[src/rtl/rstpm_pkg.sv]
package rstpm_pkg;

  typedef enum logic [2:0] {
    PM_RST    = 3'd0,
    PM_RUN    = 3'd1,
    PM_IDLE   = 3'd2,
    PM_WAKE   = 3'd3,
    PM_PDOWN  = 3'd4,
    PM_SETTLE = 3'd5
  } pm_state_e;

  typedef struct packed {
    logic cpu;
    logic per;
    logic osc;
    logic rst;
    logic blk;
  } pm_out_t;

  function automatic pm_out_t pm_decode(pm_state_e s);
    pm_out_t o;
    case (s)
      PM_RUN:    o = '{cpu:1'b1, per:1'b1, osc:1'b1, rst:1'b0, blk:1'b0};
      PM_IDLE:   o = '{cpu:1'b0, per:1'b1, osc:1'b1, rst:1'b0, blk:1'b0};
      PM_WAKE:   o = '{cpu:1'b1, per:1'b1, osc:1'b1, rst:1'b0, blk:1'b1};
      PM_PDOWN:  o = '{cpu:1'b0, per:1'b0, osc:1'b0, rst:1'b0, blk:1'b0};
      PM_SETTLE: o = '{cpu:1'b0, per:1'b0, osc:1'b1, rst:1'b1, blk:1'b1};
      default:   o = '{cpu:1'b1, per:1'b1, osc:1'b1, rst:1'b1, blk:1'b1};
    endcase
    return o;
  endfunction

  // Settling ends on the edge where the count of elapsed cycles reaches the limit.
  // A zero limit behaves like one.
  function automatic logic settle_reached(logic [31:0] elapsed, logic [31:0] limit);
    return (elapsed + 32'd1) >= limit;
  endfunction

  // The pin qualifies once enough machine-cycle boundaries were seen while it stayed high.
  function automatic logic qual_reached(logic [31:0] ticks, logic [31:0] need);
    return ticks >= need;
  endfunction

endpackage

[src/rtl/rstpm_mcdiv.sv]
module rstpm_mcdiv #(
  parameter int MC_LEN = 12
) (
  input  logic clk,
  input  logic por_n,
  output logic mc_tick
);
  localparam int DW = (MC_LEN > 2) ? $clog2(MC_LEN) : 1;
  localparam logic [DW-1:0] LAST = DW'(MC_LEN - 1);

  logic [DW-1:0] div_q;

  always_ff @(posedge clk or negedge por_n) begin
    if (!por_n)             div_q <= '0;
    else if (div_q == LAST) div_q <= '0;
    else                    div_q <= div_q + 1'b1;
  end

  assign mc_tick = (div_q == LAST);

  AST_TICK_SPACED: assert property (@(posedge clk) disable iff (!por_n)
    mc_tick |=> !mc_tick);

endmodule

[src/rtl/rstpm_qual.sv]
module rstpm_qual #(
  parameter int QUAL_TICKS = 3
) (
  input  logic clk,
  input  logic por_n,
  input  logic rst_pin,
  input  logic mc_tick,
  input  logic hold_clr,
  output logic qual
);
  import rstpm_pkg::*;
  localparam int CW = $clog2(QUAL_TICKS + 1);

  logic [CW-1:0] tick_q;

  assign qual = qual_reached(32'(tick_q), 32'(QUAL_TICKS));

  always_ff @(posedge clk or negedge por_n) begin
    if (!por_n)                   tick_q <= '0;
    else if (!rst_pin || hold_clr) tick_q <= '0;
    else if (mc_tick && !qual)    tick_q <= tick_q + 1'b1;
  end

  AST_QUAL_NEEDS_PIN: assert property (@(posedge clk) disable iff (!por_n)
    qual |-> $past(rst_pin));

  AST_QUAL_ON_TICK: assert property (@(posedge clk) disable iff (!por_n)
    $rose(qual) |-> $past(mc_tick));

endmodule

[src/rtl/rstpm_settle.sv]
module rstpm_settle #(
  parameter int SW = 16
) (
  input  logic          clk,
  input  logic          por_n,
  input  logic          active,
  input  logic [SW-1:0] limit,
  output logic          done
);
  import rstpm_pkg::*;

  logic [SW-1:0] cnt_q;

  assign done = active && settle_reached(32'(cnt_q), 32'(limit));

  always_ff @(posedge clk or negedge por_n) begin
    if (!por_n)       cnt_q <= '0;
    else if (!active) cnt_q <= '0;
    else if (!done)   cnt_q <= cnt_q + 1'b1;
  end

  AST_SETTLE_FROM_ZERO: assert property (@(posedge clk) disable iff (!por_n)
    $rose(active) |-> (cnt_q == '0));

endmodule

[src/rtl/rstpm_fsm.sv]
module rstpm_fsm (
  input  logic                 clk,
  input  logic                 por_n,
  input  logic                 rst_pin,
  input  logic                 idle_req,
  input  logic                 pd_req,
  input  logic                 irq_any,
  input  logic                 qual,
  input  logic                 settle_done,
  output rstpm_pkg::pm_state_e st_q
);
  import rstpm_pkg::*;

  pm_state_e st_d;

  always_comb begin
    st_d = st_q;
    case (st_q)
      PM_RST:    if (!rst_pin) st_d = PM_RUN;
      PM_RUN: begin
        if (qual)          st_d = PM_RST;
        else if (pd_req)   st_d = PM_PDOWN;
        else if (idle_req) st_d = PM_IDLE;
      end
      PM_IDLE: begin
        if (rst_pin)      st_d = PM_WAKE;
        else if (irq_any) st_d = PM_RUN;
      end
      PM_WAKE: begin
        if (qual)          st_d = PM_RST;
        else if (!rst_pin) st_d = PM_RUN;
      end
      PM_PDOWN:  if (rst_pin) st_d = PM_SETTLE;
      PM_SETTLE: if (settle_done) st_d = PM_RST;
      default:   st_d = PM_RST;
    endcase
  end

  always_ff @(posedge clk or negedge por_n) begin
    if (!por_n) st_q <= PM_RST;
    else        st_q <= st_d;
  end

  AST_PD_NO_IRQ_WAKE: assert property (@(posedge clk) disable iff (!por_n)
    (st_q == PM_PDOWN && !rst_pin) |=> (st_q == PM_PDOWN));

  AST_IDLE_IRQ_EXIT: assert property (@(posedge clk) disable iff (!por_n)
    (st_q == PM_IDLE && !rst_pin && irq_any) |=> (st_q == PM_RUN));

  AST_PD_OVER_IDLE: assert property (@(posedge clk) disable iff (!por_n)
    (st_q == PM_RUN && !qual && pd_req) |=> (st_q == PM_PDOWN));

  AST_IDLE_RST_GAP: assert property (@(posedge clk) disable iff (!por_n)
    (st_q == PM_IDLE && rst_pin) |=> (st_q == PM_WAKE));

  AST_SETTLE_TO_RST: assert property (@(posedge clk) disable iff (!por_n)
    (st_q == PM_SETTLE && settle_done) |=> (st_q == PM_RST));

  AST_RST_RELEASE: assert property (@(posedge clk) disable iff (!por_n)
    (st_q == PM_RST && !rst_pin) |=> (st_q == PM_RUN));

endmodule

[src/rtl/rstpm_ctrl.sv]
module rstpm_ctrl #(
  parameter int NIRQ       = 4,
  parameter int SW         = 16,
  parameter int MC_LEN     = 12,
  parameter int QUAL_TICKS = 3
) (
  input  logic            clk,
  input  logic            por_n,
  input  logic            rst_pin,
  input  logic            idle_req,
  input  logic            pd_req,
  input  logic [NIRQ-1:0] irq_pend,
  input  logic [SW-1:0]   settle_cnt,
  output logic            cpu_clk_en,
  output logic            per_clk_en,
  output logic            osc_en,
  output logic            int_rst,
  output logic            ram_wr_blk
);
  import rstpm_pkg::*;

  logic      mc_tick;
  logic      qual;
  logic      settle_done;
  logic      osc_off;
  logic      in_settle;
  logic      irq_any;
  pm_state_e st_q;
  pm_out_t   outs;

  assign irq_any   = |irq_pend;
  assign in_settle = (st_q == PM_SETTLE);
  assign osc_off   = (st_q == PM_PDOWN) || in_settle;

  rstpm_mcdiv #(.MC_LEN(MC_LEN)) u_div (
    .clk(clk), .por_n(por_n), .mc_tick(mc_tick)
  );

  rstpm_qual #(.QUAL_TICKS(QUAL_TICKS)) u_qual (
    .clk(clk), .por_n(por_n), .rst_pin(rst_pin), .mc_tick(mc_tick),
    .hold_clr(osc_off), .qual(qual)
  );

  rstpm_settle #(.SW(SW)) u_settle (
    .clk(clk), .por_n(por_n), .active(in_settle), .limit(settle_cnt),
    .done(settle_done)
  );

  rstpm_fsm u_fsm (
    .clk(clk), .por_n(por_n), .rst_pin(rst_pin), .idle_req(idle_req),
    .pd_req(pd_req), .irq_any(irq_any), .qual(qual),
    .settle_done(settle_done), .st_q(st_q)
  );

  assign outs       = pm_decode(st_q);
  assign cpu_clk_en = outs.cpu;
  assign per_clk_en = outs.per;
  assign osc_en     = outs.osc;
  assign int_rst    = outs.rst;
  assign ram_wr_blk = outs.blk;

  AST_BLK_DURING_RST: assert property (@(posedge clk) disable iff (!por_n)
    int_rst |-> ram_wr_blk);

  AST_RST_NEEDS_CAUSE: assert property (@(posedge clk) disable iff (!por_n)
    $rose(int_rst) |-> $past(rst_pin));

endmodule

[config.mk]
export PLATFORM = sky130hd
export DESIGN_NAME = rstpm_ctrl
export DESIGN_NICKNAME = d
export VERILOG_FILES = /design/src/rtl/rstpm_pkg.sv /design/src/rtl/rstpm_mcdiv.sv /design/src/rtl/rstpm_qual.sv /design/src/rtl/rstpm_settle.sv /design/src/rtl/rstpm_fsm.sv /design/src/rtl/rstpm_ctrl.sv
export SDC_FILE = /design/constraint.sdc
export NUM_CORES = 1
export LEC_CHECK = 0
export ABC_AREA = 1
export BUFFER_PORTS_ARGS = -buffer_cell sky130_fd_sc_hd__buf_4
export CAP_MARGIN = 20
export CORE_MARGIN = 2
export CORE_UTILIZATION = 35
export DETAILED_ROUTE_END_ITERATION = 10
export SLEW_MARGIN = 0
export SYNTH_ARGS = -nofsm -noshare
export SYNTH_HDL_FRONTEND = slang
export SYNTH_SLANG_ARGS = --single-unit
[constraint.sdc]
create_clock -name clk -period 3 [get_ports clk]
set_input_delay 0.3 -clock clk [delete_from_list [all_inputs] [get_ports clk]]
set_output_delay 0.3 -clock clk [all_outputs]
set_load 0.01 [all_outputs]
==> results of run 1 <==
Yosys cell counts (2+ instances only):
master / number / area, µm²
nand2_1: 76 / 285
inv_1: 55 / 206
nand3_1: 29 / 145
dfrtp_1: 25 / 626
ha_1: 19 / 238
nor2_1: 19 / 71.3
xor2_1: 10 / 87.6
o21ai_0: 8 / 40.0
o21ai_2: 7 / 61.3
a21oi_1: 5 / 25.0
nor2_2: 5 / 31.3
nand3_2: 2 / 20.0
nand4_1: 2 / 12.5
nor2_4: 2 / 22.5
nor3_2: 2 / 20.0
o21bai_1: 2 / 15.0
xnor2_1: 2 / 17.5
repair_timing:
action | CTS | global route
resized for setup | 0 | 5
hold endpoints to repair | 25 | 0
buffers inserted | 0 | 4
setup endpoints to repair | 0 | 19
hold buffers | 1 | 0
cell type report:
| cell class | instances | area [µm²] | area share, % |
|---|---|---|---|
| multi-input cells | 202 | 1220 | 49.6 |
| flip-flops and latches | 25 | 627 | 25.5 |
| repair buffers | 34 | 258 | 10.5 |
| inverters | 56 | 215 | 8.75 |
| well taps | 75 | 93.8 | 3.82 |
| clock buffers | 3 | 41.3 | 1.68 |
| clock inverters | 1 | 5.00 | 0.204 |
worst max path at each step:
stage	endpoint	slack [ns]	depth (start not counted)
after floorplan	u_fsm.st_q[2]	0.42	19
after global placement	u_settle.cnt_q[15]	0.17	19
after detailed placement	u_settle.cnt_q[12]	0.09	19
after CTS	u_settle.cnt_q[12]	0.07	19
after global routing	u_settle.cnt_q[14]	0.006	18
final	u_settle.cnt_q[10]	0.26	18
layout by cell type (no fill, tap or decap), drive strengths merged:
cell | Yosys | layout
o21ai | 15 | 15
buf | 3 | 33
xnor2 | 2 | 2
nand3 | 32 | 33
nor3b | 1 | 1
dfrtp | 25 | 25
o32ai | 1 | 1
nor3 | 3 | 3
a31o | 1 | 1
clkbuf | 0 | 3
nand4 | 2 | 2
dlygate4sd3 | 0 | 1
o21a | 1 | 1
a21boi | 1 | 1
ha | 19 | 19
o21bai | 2 | 2
nor2 | 26 | 26
clkinv | 0 | 1
or2 | 1 | 1
xor2 | 10 | 10
or3 | 1 | 1
a21oi | 5 | 5
inv | 56 | 56
nand2 | 78 | 78
metal layers:
metal / vias to the layer above / part of all wire, % / track usage [%]
met2: 29 / 48 / 25.4
met5: - / 0 / 0
met4: 0 / 2.5 / 3.90
li1: 964 / - / -
met3: 6 / 2.8 / 2.67
met1: 808 / 46 / 17.3
sequential cells by signal, indices dropped and copies added, names as in the netlist:
name,cells
u_div.div_q,4
u_fsm.st_q,3
u_qual.tick_q,2
u_settle.cnt_q,16
per-stage QoR:
| stage | worst slack (ns) | util (%) | hold slack [ns] | cells |
|---|---|---|---|---|
| floorplan | 0.418 | - | 0.00441 | 285 |
| global placement | 0.171 | 40.4 | 0.230 | 386 |
| detailed placement | 0.0859 | 40.4 | 0.235 | 386 |
| CTS | 0.0723 | 41.4 | 0.347 | 391 |
| global route | 0.00600 | 42.3 | 0.368 | 396 |
| finish | 0.261 | 42.3 | 0.348 | 396 |
logic make-up (layout without fill, tap and decap cells):
family	Yosys count	after routing	synth area share, %
simple gates	144	145	32.5
buf+inv	59	94	11.9
compound gates	26	26	8.93
flops	25	25	30.2
fa+ha+maj	19	19	11.5
xor+xnor	12	12	5.07
worst min-delay path, delay by kind of cell:
family	cells	cell delay (ns)
and+or+nand+nor	4	0.18
buffers and inverters	2	0.12
power by group:
part	switching [W]	internal [W]	leakage [nW]	total (W)
Clock	0.000122	0.0000935	0.0255	0.000216
Sequential	0.0000343	0.000364	0.339	0.000398
Combinational	0.000258	0.000186	1.05	0.000444
==> metrics.txt, run 1 <==
status completed; total of max-cap violations 0; crit-path most repeated cell nand2_1; Crit Path Max Fanout 7; first-pass iteration count of the detailed router 4; share of cells above drive strength 1 20.6%; Post-synth EDFFs 0; Cell variety after synth 32; yosys warns 0; num rows 28; Die Y 81.0 µm; Worst Clk Skew 0.0135 ns; Clock Root Buffer clkbuf_8; final setup fails 0; worst r2r src u_settle.cnt_q[0]; diodes inserted 0; vias in the first global route 1,715; Initial Util 35.6%; setup TNS 0 ns; Avg Inst Size Synth 7.27 µm²; GRT Overall Usage 14.2%; register bit total from synthesis 25; Top FF cell, synth dfrtp_1; Final Hold Vio Count 0; Buffers on Ports 29; Largest delay share family, worst path simple AND/OR/NAND/NOR gates; # IOs 30; total CTS buffers 3; worst-path cell chain ha_2, nand2_2, nor2_4, nand2_1, or3_1, nand2_1, inv_1, ha_1, nand2_1, inv_1, nand2_1, nand2_1, nand2_1, nand3_1, nor2_4, nand3_4, buf_4, o21ai_2; clk sinks 25; Tcrit/Tclk final 91.3%; crit path launch type flip-flop; Netlist Area Pre-Place 0.00207 mm²; first-pass GRT wire length 7370 µm; H-tree levels 1; CP max-delay cell dfrtp_2; worst rel slew slack 67.0%; Tightest Hold Check Type input port to flip-flop; Clock Path Buffers 2; nets@finish 366; initial antenna violation count 0; Hold Startpoint irq_pend[3]; largest net degree at the start of global routing 26; CTS tree done; static leakage 1.42 nW; design area 0.00246 mm²; GRT Residual Overflow 0; Max Freq 365 MHz; Worst Reg2Reg Path Length in Cells 18; crit path time final 2.74 ns; Worst-Margin Slew 0.494 ns; Via density 4.56; final total power 0.00106 W; peak supply drop 0.472 mV; Crit path required time 3.23 ns; post-detail-place hpwl 3230 µm; WHS Path Cells 6; Clk pin slew, worst setup/hold paths 0.10 ns; register area share after synthesis 30.2%; DR WL/cell 10.8 µm; Final Max Tran Viols 0; die area 0.00656 mm²; capturing element type of the critical path flip-flop; Total Wirelength 4280 µm; Power Density 430 mW/mm²; crit path DAT 2.96 ns; Via Count 1,807; Worst Path Buf+Inv 3; Die X-Extent 81.0 µm; Worst-Skew Late Latency 0.29 ns; Cell Area, Placed 0.00235 mm²; Initial DRC Count 68; CP startpoint u_settle.cnt_q[0]; unrepaired setup endpoints after global routing no; Placer Congestion 0.828; Routed Antenna Nets 0; critical path class flip-flop to flip-flop; r2r setup slk 0.26 ns; core area 0.00582 mm²; Worst path max stage delay 0.41 ns; hold path endpoint u_fsm.st_q[1]; syn nets 329; reg-to-reg endpoint u_settle.cnt_q[10]; FFs w/ async S/R, synth 100%; area grow syn2layout 18.6%; drt drc 0; cells after synthesis 285; number of fill cells 627
(Power assumes the default switching activity.)
==> run 2, diff against run 1 <==
Settings changed: CORE_UTILIZATION 35 to 55, PLACE_DENSITY set to 0.77, REMOVE_ABC_BUFFERS set to 1.
==> metrics.txt, run 2 (synthesis results as in run 1) <==
H-tree levels 1; Tightest Hold Check Type input port to flip-flop; DP Cell Count 359; crit path DAT 3.01 ns; Clk pin slew, worst setup/hold paths 0.10 ns; largest net degree at the start of global routing 26; Die X-Extent 65.4 µm; Initial DRC Count 64; DR WL/cell 10.9 µm; total CTS buffers 3; first-pass GRT wire length 7120 µm; worst rel slew slack 69.2%; total of max-cap violations 0; capturing element type of the critical path flip-flop; vias in the first global route 1,710; Placer Congestion 0.871; post-detail-place hpwl 3140 µm; Crit Path Max Fanout 10; area grow syn2layout 16.2%; commonest non-fill, non-tap cell in the layout nand2_1; final std cells w/o fill 368; crit path time final 2.80 ns; Final Hold Vio Count 0; first-pass iteration count of the detailed router 4; status completed; GRT Residual Overflow 0; max reg flops 16; die area 0.00428 mm²; Util after Layout 66.3%; static leakage 1.42 nW; nets@finish 365; Via density 5.05; Via Count 1,857; Clock Path Buffers 2; critical path class flip-flop to flip-flop; Power Density 442 mW/mm²; Final Max Tran Viols 0; Die Y 65.4 µm; # IOs 30; Total Wirelength 4000 µm; r2r setup slk 0.20 ns; Largest regs u_settle.cnt_q (16), u_div.div_q (4), u_fsm.st_q (3); Initial Util 57.1%; Buffers on Ports 29; Max Freq 357 MHz; Clock Root Buffer clkbuf_8; initial antenna violation count 0; num rows 22; GRT Overall Usage 21.0%; Routed Antenna Nets 0; Top reg by flops u_settle.cnt_q; clk sinks 25; Worst Clk Skew 0.00859 ns; most frequent cells in the layout nand2_1, inv_1, buf_4, nand3_1, dfrtp_1; drt drc 0; peak supply drop 0.457 mV; CTS tree done; Tcrit/Tclk final 93.5%; share of cells above drive strength 1 20.0%; diodes inserted 0; core area 0.00363 mm²; crit path launch type flip-flop; Crit path required time 3.21 ns; final setup fails 0; Worst-Margin Slew 0.461 ns; Worst-Skew Late Latency 0.28 ns
-- run 2: final cells by class --
type	count	area, µm²
inverter	56	213
timing repair buffer	34	258
tap	48	60.1
clock inverter	1	8.76
clock buffer	3	41.3
multi-input combinational	201	1200
fill	332	1220
sequential	25	627
-- run 2: worst max-delay path, cell delays in order (launching register included) --
cell	delay, ns
dfrtp_2	0.42
ha_1	0.21
nand2_2	0.09
nor2_4	0.12
nand2_1	0.10
or3_1	0.31
nand2_1	0.10
inv_1	0.05
ha_1	0.28
nand2_1	0.06
inv_1	0.03
nand2_1	0.05
nand2_1	0.04
nand2_1	0.05
nand3_1	0.09
nor2_2	0.22
nand3_4	0.19
buf_4	0.22
o21ai_2	0.10
-- run 2: power by group --
part           total, W  switching [W]  internal [W]  leakage (nW)
Clock          0.000218       0.000120     0.0000975        0.0261
Sequential     0.000397      0.0000331      0.000364         0.339
Combinational  0.000451       0.000259      0.000192          1.05
Total           0.00107       0.000412      0.000653          1.42
-- run 2: per-layer routing --
metal,part of all wire (%),GRT usage (%),up-vias
li1,-,-,965
met1,47,27.8,825
met2,47,36.6,57
met3,5.1,2.74,10
met4,1.0,4.43,0
met5,0,0,-
-- run 2: repair_timing --
item / in CTS / in global routing
setup buffers: 0 / 4
endpoints found under the hold margin: 25 / 0
hold buffers: 1 / 0
resized for setup: 0 / 2
endpoints found under the setup margin: 0 / 12
-- run 2: stage by stage --
| step | instance area [µm²] | power, W | setup WS, ns | hold slack [ns] | setup TNS (ns) |
|---|---|---|---|---|---|
| detailed placement | 2310 | 0.000827 | 0.115 | 0.225 | 0 |
| CTS | 2370 | 0.00105 | 0.0822 | 0.354 | 0 |
| global placement | 2310 | 0.000826 | 0.204 | 0.225 | 0 |
| finish | 2410 | 0.00107 | 0.196 | 0.350 | 0 |
| floorplan | 2040 | 0.000663 | 0.401 | 0.00441 | 0 |
| global route | 2410 | 0.00115 | -0.000594 | 0.391 | -0.000594 |
-- run 2: worst paths after layout --
kind	end	start	cells after the start
hold reg to reg	u_div.div_q[3]	u_div.div_q[3]	1
setup reg to reg	u_settle.cnt_q[13]	u_settle.cnt_q[0]	18
min in group asynchronous	u_qual.tick_q[1]	por_n	2
max in group asynchronous	u_settle.cnt_q[0]	por_n	2
setup / recovery	u_settle.cnt_q[13]	u_settle.cnt_q[0]	18
hold / removal	u_fsm.st_q[1]	irq_pend[3]	6
==> run 3, diff against run 2 <==
Settings changed: CTS_CLUSTER_SIZE set to 25, REMOVE_ABC_BUFFERS 1 to not set.
==> metrics.txt, run 3 (synthesis results as in run 1) <==
Top reg by flops u_settle.cnt_q; most frequent cells in the layout nand2_1, inv_1, buf_4, nand3_1, dfrtp_1; GRT Residual Overflow 0; Cell Area, Placed 0.00232 mm²; unrepaired setup endpoints after global routing no; Tightest Hold Check Type input port to flip-flop; crit path launch type flip-flop; largest net degree at the start of global routing 26; Tcrit/Tclk final 90.6%; Power Density 436 mW/mm²; total of max-cap violations 0; Final Max Tran Viols 0; Worst Clk Skew 0.000686 ns; Die X-Extent 65.4 µm; peak supply drop 0.649 mV; Max Freq 368 MHz; Initial DRC Count 74; Worst-Skew Late Latency 0.27 ns; capturing element type of the critical path flip-flop; Buffers on Ports 29; Sequential Area 627 µm²; Clock Path Buffers 2; worst rel slew slack 66.2%; number of fill cells 317; max reg flops 16; CP max-delay cell dfrtp_2; post-detail-place hpwl 3140 µm; final setup fails 0; Largest delay share family, worst path simple AND/OR/NAND/NOR gates; Placer Congestion 0.820; share of cells above drive strength 1 21.1%; Via density 4.92; Die Y 65.4 µm; Crit path required time 3.20 ns; Initial Util 57.1%; # IOs 30; drt drc 0; nets@finish 367; status completed; Largest regs u_settle.cnt_q (16), u_div.div_q (4), u_fsm.st_q (3); total CTS buffers 3; num rows 22; commonest non-fill, non-tap cell in the layout nand2_1; first-pass GRT wire length 7380 µm; setup TNS 0 ns; diodes inserted 0; initial antenna violation count 0; crit path DAT 2.92 ns; die area 0.00428 mm²; first-pass iteration count of the detailed router 4; crit-path most repeated cell nand2_1; area grow syn2layout 18.0%; worst-path cell chain ha_4, nand2_2, nor2_4, nand2_1, or3_1, nand2_2, inv_1, ha_1, nand2_1, inv_1, nand2_1, nand2_1, nand2_1, nand3_1, nor2_4, nand3_4, buf_4, o21ai_2; crit path time final 2.72 ns; Hold Slack 0.352 ns; critical path class flip-flop to flip-flop; clk sinks 25; Worst path max stage delay 0.43 ns; Crit Path Max Fanout 5; static leakage 1.42 nW; Final Hold Vio Count 0; CTS tree done; Clk pin slew, worst setup/hold paths 0.09 ns; Clock Root Buffer clkbuf_8; Total Wirelength 4030 µm; Via Count 1,820; Util after Layout 67.4%; multi-input logic area 0.00123 mm²; design area 0.00245 mm²; Routed Antenna Nets 0; Worst-Margin Slew 0.505 ns; core area 0.00363 mm²; DR WL/cell 10.9 µm; vias in the first global route 1,809; GRT Overall Usage 21.6%; H-tree levels 1; Worst Path Buf+Inv 3
run 3: cell type report:
| class | instances | area share [%] |
|---|---|---|
| multi-input cells | 202 | 50.3 |
| clock inverters | 1 | 0.307 |
| repair buffers | 35 | 10.8 |
| flip-flops and latches | 25 | 25.6 |
| clock buffers | 3 | 1.69 |
| well taps | 48 | 2.45 |
| inverters | 56 | 8.79 |
run 3: metrics by stage:
step / power, W / setup WS, ns / cells
after global routing: 0.00115 / 0.0144 / 370
final: 0.00107 / 0.283 / 370
after global placement: 0.000824 / 0.217 / 360
after detailed placement: 0.000832 / 0.108 / 360
after CTS: 0.00104 / 0.0700 / 365
after floorplan: 0.000682 / 0.418 / 285
run 3: final timing paths:
kind                                     end  cells past startpoint         startpoint  slack, ns
min in group asynchronous  u_settle.cnt_q[4]                      2              por_n       0.46
min                            u_fsm.st_q[1]                      6        irq_pend[3]       0.35
max in group asynchronous  u_settle.cnt_q[0]                      2              por_n       2.28
min reg2reg                   u_div.div_q[1]                      1     u_div.div_q[1]       0.50
max                        u_settle.cnt_q[0]                     18  u_settle.cnt_q[0]       0.28
max reg2reg                u_settle.cnt_q[0]                     18  u_settle.cnt_q[0]       0.28
run 3: routing by layer:
| layer | GRT usage [%] | routed length [µm] |
|---|---|---|
| met1 | 26.4 | 1890 |
| met2 | 39.5 | 1990 |
| met3 | 4.62 | 143 |
| met4 | 3.65 | 10 |
| met5 | 0 | 0 |
run 3: repair_timing:
action                                 CTS  global route
setup buffers                            0             4
gates resized for setup                  0             7
setup endpoints to repair                0            19
hold buffers                             1             0
endpoints found under the hold margin   25             0
run 3: where the power goes:
group / total, W / internal, W / switching (W)
Combinational: 0.000463 / 0.000200 / 0.000264
Clock: 0.000203 / 0.0000941 / 0.000109
Sequential: 0.000400 / 0.000364 / 0.0000360
run 3: worst register-to-register path, stage by stage (launching register included):
cell     delay (ns)
dfrtp_2        0.43
ha_4           0.16
nand2_2        0.07
nor2_4         0.13
nand2_1        0.11
or3_1          0.33
nand2_2        0.09
inv_1          0.05
ha_1           0.28
nand2_1        0.06
inv_1          0.03
nand2_1        0.05
nand2_1        0.05
nand2_1        0.05
nand3_1        0.11
nor2_4         0.22
nand3_4        0.15
buf_4          0.20
o21ai_2        0.10
